--- src/rtl/coh_pkg.sv ---
package coh_pkg;

   typedef enum logic [1:0] {
      LN_INV = 2'b00,
      LN_SHR = 2'b01,
      LN_CLP = 2'b10,
      LN_DRT = 2'b11
   } line_st_t;

   typedef enum logic [1:0] {
      OP_RD  = 2'b00,
      OP_RDX = 2'b01,
      OP_WB  = 2'b10,
      OP_INV = 2'b11
   } bus_op_t;

   // state a line moves to when a foreign transaction hits it
   function automatic line_st_t snoop_next(line_st_t cur, bus_op_t op);
      line_st_t r;
      r = cur;
      if (cur != LN_INV) begin
         case (op)
            OP_RD:          r = LN_SHR;
            OP_RDX, OP_INV: r = LN_INV;
            default:        r = cur;
         endcase
      end
      return r;
   endfunction

endpackage

--- src/rtl/coh_tag_array.sv ---
module coh_tag_array
   import coh_pkg::*;
#(
   parameter int IDX_W = 4,
   parameter int TAG_W = 8
) (
   input  logic             clk,
   input  logic             rst_n,
   input  logic [IDX_W-1:0] a_idx,
   output line_st_t         a_st,
   output logic [TAG_W-1:0] a_tag,
   input  logic [IDX_W-1:0] b_idx,
   output line_st_t         b_st,
   output logic [TAG_W-1:0] b_tag,
   input  logic             s_we,
   input  logic [IDX_W-1:0] s_idx,
   input  line_st_t         s_st,
   input  logic             f_we,
   input  logic [IDX_W-1:0] f_idx,
   input  logic [TAG_W-1:0] f_tag,
   input  line_st_t         f_st
);
   localparam int LINES = 1 << IDX_W;

   logic [2*LINES-1:0]     st_flat;
   logic [TAG_W*LINES-1:0] tag_flat;

   for (genvar i = 0; i < LINES; i++) begin : g_line
      line_st_t         st_q;
      logic [TAG_W-1:0] tag_q;
      always_ff @(posedge clk or negedge rst_n) begin
         if (!rst_n) begin
            st_q  <= LN_INV;
            tag_q <= '0;
         end else if (s_we && s_idx == IDX_W'(i)) begin
            st_q <= s_st;
         end else if (f_we && f_idx == IDX_W'(i)) begin
            st_q  <= f_st;
            tag_q <= f_tag;
         end
      end
      assign st_flat[2*i +: 2]          = st_q;
      assign tag_flat[TAG_W*i +: TAG_W] = tag_q;
   end

   assign a_st  = line_st_t'(st_flat[2*int'(a_idx) +: 2]);
   assign a_tag = tag_flat[TAG_W*int'(a_idx) +: TAG_W];
   assign b_st  = line_st_t'(st_flat[2*int'(b_idx) +: 2]);
   assign b_tag = tag_flat[TAG_W*int'(b_idx) +: TAG_W];

   // snoop and request side never update the same line in one cycle
   p_no_write_clash_r10: assert property (@(posedge clk) disable iff (!rst_n)
      !(s_we && f_we && s_idx == f_idx));

endmodule

--- src/rtl/coh_req_fsm.sv ---
module coh_req_fsm
   import coh_pkg::*;
#(
   parameter int ADDR_W = 12,
   parameter int IDX_W  = 4
) (
   input  logic                    clk,
   input  logic                    rst_n,
   input  logic                    cpu_req,
   input  logic                    cpu_wr,
   input  logic [ADDR_W-1:0]       cpu_addr,
   output logic                    cpu_done,
   input  logic                    snp_busy,
   input  line_st_t                rd_st,
   input  logic [ADDR_W-IDX_W-1:0] rd_tag,
   output logic                    bus_req,
   output logic [1:0]              bus_cmd,
   output logic [ADDR_W-1:0]       bus_addr,
   input  logic                    bus_gnt,
   input  logic                    bus_shared_in,
   output logic                    f_we,
   output logic [IDX_W-1:0]        f_idx,
   output logic [ADDR_W-IDX_W-1:0] f_tag,
   output line_st_t                f_st
);
   localparam int TAG_W = ADDR_W - IDX_W;

   typedef enum logic [1:0] {F_IDLE, F_WB, F_FILL, F_DONE} fsm_t;

   fsm_t              fsm_q, fsm_d;
   logic [ADDR_W-1:0] addr_q, vaddr_q;
   bus_op_t           fcmd_q;
   logic              ld;
   logic              hit;
   logic [IDX_W-1:0]  cpu_idx;
   logic [TAG_W-1:0]  cpu_tag;

   assign cpu_idx = cpu_addr[IDX_W-1:0];
   assign cpu_tag = cpu_addr[ADDR_W-1:IDX_W];
   assign hit     = (rd_st != LN_INV) && (rd_tag == cpu_tag);

   always_comb begin
      fsm_d = fsm_q;
      ld    = 1'b0;
      f_we  = 1'b0;
      f_idx = addr_q[IDX_W-1:0];
      f_tag = addr_q[ADDR_W-1:IDX_W];
      f_st  = LN_INV;
      case (fsm_q)
         F_IDLE: if (cpu_req && !snp_busy) begin
            if (hit && (!cpu_wr || rd_st == LN_DRT)) begin
               fsm_d = F_DONE;
            end else if (hit && rd_st == LN_CLP) begin
               f_we  = 1'b1;
               f_idx = cpu_idx;
               f_tag = cpu_tag;
               f_st  = LN_DRT;
               fsm_d = F_DONE;
            end else begin
               ld    = 1'b1;
               fsm_d = (!hit && rd_st == LN_DRT) ? F_WB : F_FILL;
            end
         end
         F_WB: if (bus_gnt) begin
            f_we  = 1'b1;
            f_idx = vaddr_q[IDX_W-1:0];
            f_tag = vaddr_q[ADDR_W-1:IDX_W];
            f_st  = LN_INV;
            fsm_d = F_FILL;
         end
         F_FILL: if (bus_gnt) begin
            f_we  = 1'b1;
            f_st  = (fcmd_q == OP_RDX) ? LN_DRT : (bus_shared_in ? LN_SHR : LN_CLP);
            fsm_d = F_DONE;
         end
         default: fsm_d = F_IDLE;
      endcase
   end

   always_ff @(posedge clk or negedge rst_n) begin
      if (!rst_n) begin
         fsm_q   <= F_IDLE;
         addr_q  <= '0;
         vaddr_q <= '0;
         fcmd_q  <= OP_RD;
      end else begin
         fsm_q <= fsm_d;
         if (ld) begin
            addr_q  <= cpu_addr;
            vaddr_q <= {rd_tag, cpu_idx};
            fcmd_q  <= cpu_wr ? OP_RDX : OP_RD;
         end
      end
   end

   assign bus_req  = (fsm_q == F_WB) || (fsm_q == F_FILL);
   assign bus_cmd  = (fsm_q == F_WB) ? OP_WB : fcmd_q;
   assign bus_addr = (fsm_q == F_WB) ? vaddr_q : addr_q;
   assign cpu_done = (fsm_q == F_DONE);

   p_gnt_needs_req_r9: assert property (@(posedge clk) disable iff (!rst_n)
      bus_gnt |-> bus_req);
   p_req_held_r9: assert property (@(posedge clk) disable iff (!rst_n)
      (bus_req && !bus_gnt) |=> (bus_req && $stable(bus_cmd) && $stable(bus_addr)));
   p_fill_after_wb_r5: assert property (@(posedge clk) disable iff (!rst_n)
      (bus_req && bus_gnt && bus_cmd == OP_WB) |=>
         (bus_req && bus_cmd != OP_WB &&
          bus_addr[IDX_W-1:0] == $past(bus_addr[IDX_W-1:0])));
   p_done_single_r3: assert property (@(posedge clk) disable iff (!rst_n)
      cpu_done |=> !cpu_done);

endmodule

--- src/rtl/snoop_coh_ctrl.sv ---
module snoop_coh_ctrl
   import coh_pkg::*;
#(
   parameter int ADDR_W = 12,
   parameter int IDX_W  = 4
) (
   input  logic              clk,
   input  logic              rst_n,
   input  logic              cpu_req,
   input  logic              cpu_wr,
   input  logic [ADDR_W-1:0] cpu_addr,
   output logic              cpu_done,
   output logic              bus_req,
   output logic [1:0]        bus_cmd,
   output logic [ADDR_W-1:0] bus_addr,
   input  logic              bus_gnt,
   input  logic              bus_shared_in,
   input  logic              snp_valid,
   input  logic [1:0]        snp_cmd,
   input  logic [ADDR_W-1:0] snp_addr,
   output logic              snp_shared,
   output logic              snp_flush
);
   localparam int TAG_W = ADDR_W - IDX_W;

   if (IDX_W < 1 || TAG_W < 1) begin : g_bad_cfg
      $error("snoop_coh_ctrl: IDX_W must be in 1..ADDR_W-1");
   end

   line_st_t         a_st, b_st, s_st, f_st;
   logic [TAG_W-1:0] a_tag, b_tag, f_tag;
   logic [IDX_W-1:0] f_idx;
   logic             f_we, s_we, s_hit;
   bus_op_t          s_op;
   logic             shared_q, flush_q;

   assign s_op  = bus_op_t'(snp_cmd);
   assign s_hit = (b_st != LN_INV) && (b_tag == snp_addr[ADDR_W-1:IDX_W]);
   assign s_we  = snp_valid && s_hit && (s_op != OP_WB);
   assign s_st  = snoop_next(b_st, s_op);

   coh_tag_array #(.IDX_W(IDX_W), .TAG_W(TAG_W)) u_array (
      .clk   (clk),
      .rst_n (rst_n),
      .a_idx (cpu_addr[IDX_W-1:0]),
      .a_st  (a_st),
      .a_tag (a_tag),
      .b_idx (snp_addr[IDX_W-1:0]),
      .b_st  (b_st),
      .b_tag (b_tag),
      .s_we  (s_we),
      .s_idx (snp_addr[IDX_W-1:0]),
      .s_st  (s_st),
      .f_we  (f_we),
      .f_idx (f_idx),
      .f_tag (f_tag),
      .f_st  (f_st)
   );

   coh_req_fsm #(.ADDR_W(ADDR_W), .IDX_W(IDX_W)) u_fsm (
      .clk           (clk),
      .rst_n         (rst_n),
      .cpu_req       (cpu_req),
      .cpu_wr        (cpu_wr),
      .cpu_addr      (cpu_addr),
      .cpu_done      (cpu_done),
      .snp_busy      (snp_valid),
      .rd_st         (a_st),
      .rd_tag        (a_tag),
      .bus_req       (bus_req),
      .bus_cmd       (bus_cmd),
      .bus_addr      (bus_addr),
      .bus_gnt       (bus_gnt),
      .bus_shared_in (bus_shared_in),
      .f_we          (f_we),
      .f_idx         (f_idx),
      .f_tag         (f_tag),
      .f_st          (f_st)
   );

   always_ff @(posedge clk or negedge rst_n) begin
      if (!rst_n) begin
         shared_q <= 1'b0;
         flush_q  <= 1'b0;
      end else begin
         shared_q <= snp_valid && s_hit && (s_op == OP_RD);
         flush_q  <= snp_valid && s_hit && (b_st == LN_DRT) && (s_op != OP_WB);
      end
   end

   assign snp_shared = shared_q;
   assign snp_flush  = flush_q;

   p_no_snoop_at_gnt_r10: assert property (@(posedge clk) disable iff (!rst_n)
      !(snp_valid && bus_gnt));
   p_flush_follows_snoop_r7: assert property (@(posedge clk) disable iff (!rst_n)
      snp_flush |-> $past(snp_valid && snp_cmd != OP_WB));
   p_shared_only_on_read_r6: assert property (@(posedge clk) disable iff (!rst_n)
      snp_shared |-> $past(snp_valid && snp_cmd == OP_RD));

endmodule

--- config.mk ---
export PLATFORM = sky130hd
export DESIGN_NAME = snoop_coh_ctrl
export DESIGN_NICKNAME = d
export VERILOG_FILES = /design/src/rtl/coh_pkg.sv /design/src/rtl/coh_tag_array.sv /design/src/rtl/coh_req_fsm.sv /design/src/rtl/snoop_coh_ctrl.sv
export SDC_FILE = /design/constraint.sdc
export NUM_CORES = 1
export LEC_CHECK = 0
export ABC_AREA = 1
export BUFFER_PORTS_ARGS = -buffer_cell sky130_fd_sc_hd__buf_2
export CORE_MARGIN = 4
export CORE_UTILIZATION = 30
export DETAILED_ROUTE_END_ITERATION = 10
export PLACE_DENSITY = 0.45
export SLEW_MARGIN = 5
export SYNTH_ARGS = -nofsm -noshare
export SYNTH_HDL_FRONTEND = slang
export SYNTH_SLANG_ARGS = --single-unit
export TNS_END_PERCENT = 10
--- constraint.sdc ---
create_clock -name clk -period 2.45 [get_ports clk]
set_clock_uncertainty 0.2 [all_clocks]
set_input_delay 0.49 -clock clk [delete_from_list [all_inputs] [get_ports clk]]
set_output_delay 0.49 -clock clk [all_outputs]
set_load 0.01 [all_outputs]
==> flow_summary.ini <==
[grt]
antenna_found_initial = 0
grt-ovfl-total = 0
grtUsageTotal_pct = 24.41
grt_max_degree = 65
grt_pass1_wl_mm = 83.35
grt_pass1_vias = 13960

[outcome]
failed_checks = setup timing
status = finished with violations

[synth]
yosysTopAreaCellShare_pct = 37.69
synth_area_um2 = 12280
syn_avg_cell_area_um2 = 6.723
yosysWarnings = 0
seq_area_frac_synth_pct = 37.69
async_flop_share_pct = 100.0
syn_nets = 1865
ys_ff_latch = 185
synth_cell_type_count = 37
netlist_top_cells_count = nand2_1, nand3_1, inv_1, dfrtp_1, nand4_1
synth_edf_count = 0
synth_flop_cell = dfrtp_1
synthCells = 1827
synth_top_area_cell = dfrtp_1
yosys-top-cells-area = dfrtp_1, nand2_1, nand3_1
yosysMostFrequentCell = nand2_1

[clock_tree]
cts_sinks = 185
clk_latency_ps = 470
cts_tree = built
cts_buffers = 17
htree_levels = 4
cts_buffer_depth = 2
clockRootBuffer = clkbuf_16
clkSlewWorstSetupHoldPaths_ps = 70

[placed_design]
place_area_um2 = 16230
place_hpwl_mm = 38.28
gp_congestion = 0.8812
numPortBuffers = 50

[setup_path]
cp-start-kind = input pin
worstSetupPathType = input pin to register
cp_max_fo = 10
cp-end-kind = register
required_ps = 2600
cpMostUsedCell = nand2_1
max_stage_delay_ps = 180
crit_slowest_cell = buf_12
worstPathArrival_ps = 3400

[detailed_routing]
drt_iter0_drc = 1365
vias = 14460
wl_met2_mm = 25.79
finalWirelength_mm = 55.60
via_per_inst = 5.201
ant_nets = 0
met1Wirelength_mm = 24.76
dr.max_layer_used = met4
dr.pass1.iters = 6
drc = 0
routedWlPerCell_um = 20.00
wl_met3_mm = 3.580

[timing]
timing.final.crit_share_pct = 132.6
final-setup-viol-count = 184
tightest_slew_ps = 464.7
slew_viol_final = 0
fin_setup_tns_ps = -129180
finalHoldViolations = 0
layout_setup_ws_ps = -798.7
period_needed_ps = 3249
rsz0062_at_grt = true
fmax_ghz = 0.3078
slew_headroom_pct = 69.02

[floorplanning]
dieHeight_um = 210.3
num_io_pins = 51
row_count = 73
die_w_um = 210.3
initial_utilization_pct = 30.63
die-area_um2 = 44250
core_area_um2 = 40100

[final_layout]
syn_to_final_growth_pct = 53.84
drive_gt1_share_pct = 35.52
nets = 2280
seq_area_um2 = 4629
nFillCells = 4050
fin_area_um2 = 18900
multi_input_area_um2 = 7403
antennaDiodeCount = 0

[power]
ir_worst_vdd_uv = 508.5
power.density_nw_per_um2 = 876.6
leakage_nw = 9.459

[min_path]
hp-class = input pin to register

[flow_run]
drv_cap = 0
-- metrics by stage --
stage / instances / hold WS [ps] / worst slack, ps / utilization [%] / total power [W]
after global routing: 2780 / 120.3 / -909.1 / 47.12 / 0.01750
after detailed placement: 2685 / 200.3 / -1561 / 40.47 / 0.01245
final: 2780 / 121.1 / -798.7 / 47.12 / 0.01656
after floorplan: 1827 / -5.591 / -681.7 / - / 0.008112
after global placement: 2685 / 198.0 / -1603 / 40.47 / 0.01241
after CTS: 2742 / 101.4 / -656.5 / 44.68 / 0.01593
-- flip-flops by register name, summed over array words and instances, names as in the netlist --
signal / flops
u_array.g_line.tag_q: 128
u_array.g_line.st_q: 32
u_fsm.vaddr_q: 12
u_fsm.addr_q: 8
u_fsm.fsm_q: 2
snp_flush: 1
snp_shared: 1
u_fsm.fcmd_q: 1
-- kinds of logic after synthesis --
group / after synthesis / synth area share (%)
adders and majority gates: 5 / 0.5093
buffers and inverters: 326 / 11.39
xor gates and xnor gates: 4 / 0.2853
and+or+nand+nor: 1086 / 39.27
DFF: 185 / 37.69
muxes: 7 / 0.6418
AOI/OAI and AO/OA: 214 / 10.22
-- where the power goes --
group          internal [W]  switching [W]
logic               0.00389        0.00549
clock network       0.00149        0.00137
registers           0.00382       0.000503
-- timing repair --
item | 4_1_cts | 5_1_grt
buffers inserted | 21 | 31
endpoints found under the hold margin | 21 | 0
pin swaps | 51 | 57
gates cloned | 6 | 8
gates resized for setup | 226 | 146
endpoints found under the setup margin | 185 | 193
hold buffers | 1 | 0
-- metal layers --
layer  GRT usage (%)  vias up
li1                -     6943
met5               0        -
met1           34.52     6959
met4           7.223        0
met3           3.661       85
met2           38.89      472
-- final cells by class --
class / count / area share [%]
timing repair buffer: 523 / 25.65
inverter: 199 / 4.185
tap: 525 / 3.476
multi-input combinational: 1316 / 39.18
sequential: 185 / 24.50
clock buffer: 22 / 2.510
clock inverter: 10 / 0.4966
-- worst max-delay path, delay by kind of cell --
kind / cells / cell delay (ps)
AOI/OAI and AO/OA: 1 / 170
and+or+nand+nor: 16 / 1540
buffers and inverters: 9 / 1170
-- placed cells by master, fill, tap and decap left out, drive strengths merged, types with 4 or more instances in the layout --
master	count
nand3	227
clkbuf	31
o211ai	8
or2	4
mux2	7
ha	5
nor2	71
buf	513
a21oi	16
a22oi	13
o221ai	8
nand2	618
dfrtp	185
clkinv	8
o22ai	56
nand4	158
inv	197
o21ai	111
-- path summary, 6_finish.rpt --
| check | from | endpoint | cells past startpoint | slack [ps] |
|---|---|---|---|---|
| min in group asynchronous | rst_n | u_array.g_line[9].st_q[1] | 2 | 270 |
| max reg2reg | u_array.g_line[5].tag_q[1] | u_array.g_line[4].tag_q[3] | 25 | -740 |
| max | cpu_addr[0] | u_array.g_line[4].tag_q[3] | 26 | -800 |
| max in group asynchronous | rst_n | u_array.g_line[3].tag_q[1] | 3 | 1100 |
| min reg2reg | u_array.g_line[8].tag_q[6] | u_array.g_line[8].tag_q[6] | 2 | 270 |
| min | cpu_wr | u_fsm.fcmd_q[0] | 3 | 120 |
No activity file was read; power rests on OpenSTA's default activity.
